<file path="src/rtl/gpio5_pkg.sv">
package gpio5_pkg;
    localparam int PORT_W = 5;
    localparam int ANA_W  = 4;
    localparam int BUS_W  = 8;
    localparam int OD_BIT = 4;

    typedef enum logic {
        SEL_PIN = 1'b0,
        SEL_DIR = 1'b1
    } reg_sel_e;
endpackage

</file>
<file path="src/rtl/gpio5_sync.sv">
module gpio5_sync #(
    parameter int W = 5
) (
    input  logic         clk,
    input  logic [W-1:0] pin_in,
    output logic [W-1:0] pin_s
);
    typedef struct packed {
        logic [W-1:0] meta;
        logic [W-1:0] stab;
    } sync_t;

    sync_t s_d, s_q;

    always_comb begin
        s_d      = s_q;
        s_d.meta = pin_in;
        s_d.stab = s_q.meta;
    end

    // Synchronizer flops carry no reset so pins propagate even while reset is held.
    always_ff @(posedge clk) begin
        s_q <= s_d;
    end

    assign pin_s = s_q.stab;
endmodule

</file>
<file path="src/rtl/gpio5_regs.sv">
module gpio5_regs
    import gpio5_pkg::*;
#(
    parameter int W  = 5,
    parameter int AW = 4,
    parameter int DW = 8
) (
    input  logic          clk,
    input  logic          rst_n,
    input  logic          wr,
    input  logic          sel,
    input  logic [DW-1:0] wdata,
    input  logic [AW-1:0] ana_mode,
    output logic [W-1:0]  lat,
    output logic [W-1:0]  dir,
    output logic [AW-1:0] ana
);
    typedef struct packed {
        logic [W-1:0]  lat;
        logic [W-1:0]  dir;
        logic [AW-1:0] ana;
    } regs_t;

    localparam regs_t RESET_VAL = '{lat: '0, dir: '1, ana: '1};

    regs_t r_d, r_q;
    logic  unused_wdata_hi;

    assign unused_wdata_hi = ^wdata[DW-1:W];

    always_comb begin
        r_d     = r_q;
        r_d.ana = ana_mode;
        if (wr) begin
            if (reg_sel_e'(sel) == SEL_DIR) begin
                r_d.dir = wdata[W-1:0];
            end else begin
                r_d.lat = wdata[W-1:0];
            end
        end
    end

    always_ff @(posedge clk or negedge rst_n) begin
        if (!rst_n) begin
            r_q <= RESET_VAL;
        end else begin
            r_q <= r_d;
        end
    end

    assign lat = r_q.lat;
    assign dir = r_q.dir;
    assign ana = r_q.ana;
endmodule

</file>
<file path="src/rtl/gpio5_drive.sv">
module gpio5_drive #(
    parameter int W      = 5,
    parameter int OD_BIT = 4
) (
    input  logic [W-1:0] lat,
    input  logic [W-1:0] dir,
    output logic [W-1:0] pad_out,
    output logic [W-1:0] pad_oe
);
    for (genvar i = 0; i < W; i++) begin : g_bit
        if (i == OD_BIT) begin : g_od
            assign pad_out[i] = 1'b0;
            assign pad_oe[i]  = ~dir[i] & ~lat[i];
        end else begin : g_pp
            assign pad_out[i] = lat[i];
            assign pad_oe[i]  = ~dir[i];
        end
    end
endmodule

</file>
<file path="src/rtl/gpio5_rdmux.sv">
module gpio5_rdmux
    import gpio5_pkg::*;
#(
    parameter int W  = 5,
    parameter int AW = 4,
    parameter int DW = 8
) (
    input  logic          sel,
    input  logic [W-1:0]  pin_s,
    input  logic [W-1:0]  dir,
    input  logic [AW-1:0] ana,
    output logic [DW-1:0] rdata
);
    logic [W-1:0] pin_view;

    for (genvar i = 0; i < W; i++) begin : g_view
        if (i < AW) begin : g_ana
            assign pin_view[i] = pin_s[i] & ~ana[i];
        end else begin : g_dig
            assign pin_view[i] = pin_s[i];
        end
    end

    always_comb begin
        rdata = '0;
        if (reg_sel_e'(sel) == SEL_DIR) begin
            rdata[W-1:0] = dir;
        end else begin
            rdata[W-1:0] = pin_view;
        end
    end
endmodule

</file>
<file path="src/rtl/gpio5_port.sv">
module gpio5_port
    import gpio5_pkg::*;
#(
    parameter int W      = PORT_W,
    parameter int AW     = ANA_W,
    parameter int DW     = BUS_W,
    parameter int OD     = OD_BIT
) (
    input  logic          clk,
    input  logic          rst_n,
    input  logic          bus_wr,
    input  logic          bus_addr,
    input  logic [DW-1:0] bus_wdata,
    output logic [DW-1:0] bus_rdata,
    input  logic [AW-1:0] ana_mode,
    input  logic [W-1:0]  pin_in,
    output logic [W-1:0]  pad_out,
    output logic [W-1:0]  pad_oe,
    output logic          tmr_clk_raw
);
    logic [W-1:0]  pin_s;
    logic [W-1:0]  lat_w;
    logic [W-1:0]  dir_w;
    logic [AW-1:0] ana_w;

    gpio5_sync #(.W(W)) u_sync (
        .clk    (clk),
        .pin_in (pin_in),
        .pin_s  (pin_s)
    );

    gpio5_regs #(.W(W), .AW(AW), .DW(DW)) u_regs (
        .clk      (clk),
        .rst_n    (rst_n),
        .wr       (bus_wr),
        .sel      (bus_addr),
        .wdata    (bus_wdata),
        .ana_mode (ana_mode),
        .lat      (lat_w),
        .dir      (dir_w),
        .ana      (ana_w)
    );

    gpio5_drive #(.W(W), .OD_BIT(OD)) u_drive (
        .lat     (lat_w),
        .dir     (dir_w),
        .pad_out (pad_out),
        .pad_oe  (pad_oe)
    );

    gpio5_rdmux #(.W(W), .AW(AW), .DW(DW)) u_rdmux (
        .sel   (bus_addr),
        .pin_s (pin_s),
        .dir   (dir_w),
        .ana   (ana_w),
        .rdata (bus_rdata)
    );

    assign tmr_clk_raw = pin_s[OD];
endmodule

</file>
<file path="config.mk">
export PLATFORM = sky130hd
export DESIGN_NAME = gpio5_port
export DESIGN_NICKNAME = d
export VERILOG_FILES = /design/src/rtl/gpio5_pkg.sv /design/src/rtl/gpio5_sync.sv /design/src/rtl/gpio5_regs.sv /design/src/rtl/gpio5_drive.sv /design/src/rtl/gpio5_rdmux.sv /design/src/rtl/gpio5_port.sv
export SDC_FILE = /design/constraint.sdc
export NUM_CORES = 1
export LEC_CHECK = 0
export ABC_AREA = 1
export BUFFER_PORTS_ARGS = -buffer_cell sky130_fd_sc_hd__buf_2
export CORE_MARGIN = 10
export CORE_UTILIZATION = 47
export CTS_BUF_LIST = sky130_fd_sc_hd__clkbuf_4
export CTS_CLUSTER_SIZE = 20
export DETAILED_ROUTE_END_ITERATION = 7
export PLACE_DENSITY = 0.88
export SLEW_MARGIN = 5
export SYNTH_ARGS = -nofsm -noshare
export SYNTH_HDL_FRONTEND = slang
export SYNTH_SLANG_ARGS = --single-unit
export TNS_END_PERCENT = 10
</file>
<file path="constraint.sdc">
create_clock -name clk -period 0.91 [get_ports clk]
set_clock_uncertainty 0.05 [all_clocks]
set_input_delay 0.182 -clock clk [delete_from_list [all_inputs] [get_ports clk]]
set_output_delay 0.182 -clock clk [all_outputs]
set_load 0.02 [all_outputs]
</file>
==> results.json, run 1 <==
{
  "maxCapViolCount": 0,
  "ant_nets": 0,
  "ios": 40,
  "die-area_mm2": 0.00401,
  "period_share_pct": 148,
  "clk_path_buf_depth": 2,
  "htreeDepth": 1,
  "ys_types": 10,
  "reg2regPathDepth": 2,
  "synth.largest_area_cell": "dfstp_2",
  "n_antenna_cell": 0,
  "grt_usage_pct": 9.91,
  "via_count": 677,
  "r2r_slack_ns": 0.12,
  "cp_max_fo": 3,
  "numCtsBuffers": 3,
  "synthesis.area_um2": 883,
  "power.internal_mw": 1.55,
  "num_rows": 15,
  "wl_per_cell_um": 11.8,
  "finalSetupViolations": 15,
  "synth.top_cell.area_share_pct": 26.8,
  "p_sw_share_pct": 28.2,
  "cts_tree": "done",
  "power_mw": 2.15,
  "whs_ns": 0.0448,
  "initial_core_util_pct": 50.6,
  "startpoint_type": "flip-flop",
  "syn_to_final_growth_pct": 39.8,
  "setup.worst_path.end": "bus_rdata[4]",
  "grt_max_degree": 15,
  "max_clock_freq_mhz": 744,
  "drt_first_pass_iters": 3,
  "cts_sinks": 24,
  "hold_class": "input port to flip-flop",
  "switching_power_mw": 0.606,
  "ir_drop_mv": 1.18,
  "clk_latency_ns": 0.31,
  "antenna_found_initial": 0,
  "postRouteWirelength_mm": 1.86,
  "clkPwrFrac_pct": 20.8,
  "seqPwrFrac_pct": 57.0,
  "seq_area_frac_synth_pct": 63.6,
  "slew_violations": 0,
  "drcViolationCount": 0,
  "cp.arrival_ns": 1.11,
  "io_buffers": 32,
  "grt_overflow": 0,
  "mostFrequentLayoutCell": "nand2_1",
  "die_width_um": 63.4,
  "rsz0062_at_grt": "yes",
  "dp_slack_ns": -0.225,
  "synth_warnings": 0,
  "mostFrequentLayoutCells": "25 x nand2_1, 23 x buf_2, 10 x nand3_1, 10 x dlygate4sd3_1",
  "initialDrtViolationCount": 9,
  "finalNetCount": 155,
  "place_hpwl_mm": 1.36,
  "hold_viol_final": 0,
  "final_core_util_pct": 70.8,
  "die_h_um": 63.4,
  "rr_endpoint": "u_regs.dir[2]",
  "worst_setup_path_end_kind": "output port",
  "layout_setup_ws_ns": -0.434,
  "root_buffer": "clkbuf_4",
  "finalSetupTns_ns": -4.83,
  "syn_inst": 93,
  "routed_via_density": 4.28,
  "grt_pass1_vias": 734,
  "p_leak_nw": 0.642,
  "startpoint": "u_regs.dir[4]",
  "r2r_start": "u_regs.dir[2]",
  "coreArea_mm2": 0.00175,
  "synth_area_leaders": "dfstp_2 27%, dfxtp_1 23%, dfrtp_1 14%, nand2_1 14%, buf_4 8.5%",
  "power_density_mw_per_mm2": 1740,
  "grt_first_pass_wirelength_mm": 3.25,
  "violations": "setup timing",
  "crit_type": "flip-flop to output port",
  "p_comb_share_pct": 22.2,
  "drive_gt1_share_pct": 45.9,
  "avgSynthCellArea_um2": 9.50,
  "status": "finished with violations",
  "ys_ff_latch": 24,
  "worstPathRequired_ns": 0.68,
  "min_period_ns": 1.34,
  "place_congestion": 0.774,
  "path_clk_slew_ns": 0.12
}
## logic make-up (layout without fill, tap and decap cells)
group	Yosys count	after routing	share of synthesized area [%]
simple gates	48	48	22.4
other cells	1	4	0.425
flops	24	24	63.6
buf+inv	20	57	13.6
## cells in the mapped netlist, drive strengths merged
cell type	number
buf	11
conb	1
dfrtp	5
dfstp	9
dfxtp	10
inv	9
nand2	33
nand3	14
nor2	1
## sequential cells by signal, summed over array words and instances (netlist names)
signal and flops:
u_regs.dir 5, u_regs.lat 5, u_sync.pin_s 5, u_sync.s_d 5, u_regs.ana 4
## final cells by class
| cell class | count | area, um^2 |
|---|---|---|
| multi-input cells | 52 | 253 |
| clock inverters | 1 | 3.75 |
| clock buffers | 3 | 22.5 |
| inverters | 9 | 33.8 |
| fillers | 144 | 510 |
| flip-flops and latches | 24 | 563 |
| well taps | 25 | 31.3 |
| repair buffers | 44 | 328 |
## power groups by stage
| stage | Sequential [mW] | Clock (mW) | Combinational [mW] |
|---|---|---|---|
| after floorplan | 1.23 | 0 | 0.282 |
| after global placement | 1.23 | 0 | 0.377 |
| after detailed placement | 1.24 | 0 | 0.383 |
| after CTS | 1.22 | 0.474 | 0.468 |
| after global routing | 1.24 | 0.536 | 0.524 |
| final | 1.23 | 0.448 | 0.478 |
## per-layer routing
layer / part of all wire, % / vias to the layer above / global-route usage [%]
li1: - / 347 / -
met4: 3.0 / 0 / 5.19
met1: 38 / 298 / 9.54
met5: 0 / - / 0
met2: 49 / 27 / 17.0
met3: 9.7 / 5 / 4.95
## worst min path at each step
stage	start	cells past startpoint	slack [ns]	end
after detailed placement	rst_n	1	0.04	u_regs.lat[4]
after global placement	rst_n	1	0.03	u_regs.lat[4]
after floorplan	rst_n	0	-0.16	u_regs.lat[0]
final	bus_wdata[4]	3	0.04	u_regs.dir[4]
after CTS	bus_wdata[4]	3	0.03	u_regs.dir[4]
after global routing	bus_wdata[4]	3	0.03	u_regs.dir[4]
## through the flow
stage / cells / area, um^2
after floorplan: 96 / 907
after global placement: 144 / 1030
after detailed placement: 144 / 1030
after CTS: 158 / 1220
after global routing: 158 / 1230
final: 158 / 1230
## what timing repair did
| action | in CTS | in global routing |
|---|---|---|
| setup buffers | 0 | 0 |
| endpoints found under the setup margin | 15 | 15 |
| hold endpoints to repair | 23 | 0 |
| resized for setup | 23 | 4 |
| pin swaps | 2 | 1 |
| hold buffers | 10 | 0 |
## critical path, cell delays in order (launching register included)
cell and delay, ns:
dfstp_2 0.57, nand2_2 0.05, nand2_2 0.06, buf_6 0.12
Note: power is estimated with default switching activity, not from simulation.
==> run 2: changes to the inputs <==
CORE_MARGIN = 2   (was 10)
SLEW_MARGIN = 20   (was 5)
==> results.json, run 2 (synthesis gave the netlist of run 1 again) <==
{
  "status": "finished with violations",
  "violations": "setup timing",
  "finalSetupViolations": 15,
  "postRouteWirelength_mm": 1.60,
  "layout_setup_ws_ns": -0.442,
  "place_congestion": 0.763,
  "n_antenna_cell": 0,
  "coreArea_mm2": 0.00175,
  "final_core_util_pct": 69.6,
  "clk_latency_ns": 0.31,
  "antenna_found_initial": 0,
  "ir_drop_mv": 1.40,
  "ant_nets": 0,
  "cts_sinks": 24,
  "root_buffer": "clkbuf_4",
  "initial_core_util_pct": 50.6,
  "crit_type": "flip-flop to output port",
  "numCtsBuffers": 3,
  "mostFrequentLayoutCells": "27 x nand2_1, 25 x buf_2, 12 x nand3_1",
  "routed_via_density": 4.31,
  "hold_class": "input port to flip-flop",
  "grt_overflow": 0,
  "whs_ns": 0.0431,
  "post_cts.repair.setup_buffers": 0,
  "fillers": 153,
  "cp.arrival_ns": 1.12,
  "design_area_mm2": 0.00121,
  "mostFrequentLayoutCell": "nand2_1",
  "rsz0062_at_grt": "yes",
  "final_cells": 159,
  "path_clk_slew_ns": 0.12,
  "worst_setup_path_end_kind": "output port",
  "power_mw": 2.12,
  "grt_first_pass_wirelength_mm": 2.46,
  "drcViolationCount": 0,
  "wl_per_cell_um": 10.1,
  "p_leak_nw": 0.639,
  "maxCapViolCount": 0,
  "htreeDepth": 1,
  "via_count": 685,
  "hold_viol_final": 0,
  "period_share_pct": 149,
  "grt_usage_pct": 16.5,
  "reg2regPathDepth": 2,
  "place_area_mm2": 0.00103,
  "cp_max_fo": 3,
  "ios": 40,
  "syn_to_final_growth_pct": 37.5,
  "initialDrtViolationCount": 6,
  "grt_pass1_vias": 622,
  "clk_path_buf_depth": 2,
  "drive_gt1_share_pct": 43.3,
  "grt_max_degree": 15,
  "die-area_mm2": 0.00224,
  "io_buffers": 32,
  "die_h_um": 47.4,
  "place_inst": 145,
  "finalNetCount": 156,
  "max_clock_freq_mhz": 740,
  "place_hpwl_mm": 1.09,
  "die_width_um": 47.4,
  "slew_violations": 0,
  "drt_first_pass_iters": 2,
  "worstPathRequired_ns": 0.68,
  "power_density_mw_per_mm2": 1750,
  "cts_tree": "done",
  "num_rows": 15,
  "hold_depth": 3,
  "startpoint_type": "flip-flop",
  "min_period_ns": 1.35
}
## run 2: critical path, cell delays in order, from the launching register on
cell and delay, ns:
dfstp_2 0.56, nand2_1 0.07, nand2_2 0.07, buf_6 0.11
## run 2: path summary, 6_finish.rpt
kind	start	endpoint	slack (ns)
worst min register to register	u_sync.s_d[3]	u_sync.pin_s[3]	0.29
min in group asynchronous	rst_n	u_regs.lat[3]	0.23
max in group asynchronous	rst_n	u_regs.dir[2]	0.29
worst max register to register	u_regs.dir[1]	u_regs.dir[1]	0.12
worst max-delay path	u_regs.dir[4]	bus_rdata[4]	-0.44
worst min-delay path	bus_wdata[3]	u_regs.dir[3]	0.04
## run 2: repair_timing
item	CTS	global route
hold endpoints to repair	23	0
cloned	0	0
endpoints found under the setup margin	15	15
pin swaps	2	2
gates resized for setup	14	5
hold buffers	10	0
## run 2: final cells by class
class	count	area, um^2	share of cell area [%]
sequential	24	563	46.3
timing repair buffer	45	323	26.6
inverter	9	33.8	2.78
clock buffer	3	22.5	1.85
clock inverter	1	3.75	0.309
multi-input combinational	52	238	19.6
tap	25	31.3	2.57
## run 2: through the flow
stage                     worst slack [ns]  setup TNS, ns
after global placement              -0.184          -1.73
after floorplan                   -0.00394        -0.0158
after CTS                           -0.460          -5.14
after detailed placement            -0.181          -1.75
after global routing                -0.497          -5.54
final                               -0.442          -4.90
## run 2: power breakdown
| group | leakage [nW] | total, mW | internal, mW | switching, mW |
|---|---|---|---|---|
| combinational | 0.383 | 0.455 | 0.195 | 0.260 |
| sequential | 0.241 | 1.22 | 1.18 | 0.0459 |
| clock | 0.0154 | 0.447 | 0.160 | 0.287 |
| total | 0.639 | 2.12 | 1.53 | 0.592 |
## run 2: routing by layer
metal | track usage, % | up-vias | part of all wire, %
li1 | - | 350 | -
met1 | 17.7 | 304 | 41
met2 | 29.2 | 26 | 50
met3 | 2.69 | 5 | 5.9
met4 | 11.7 | 0 | 2.6
met5 | 0 | - | 0
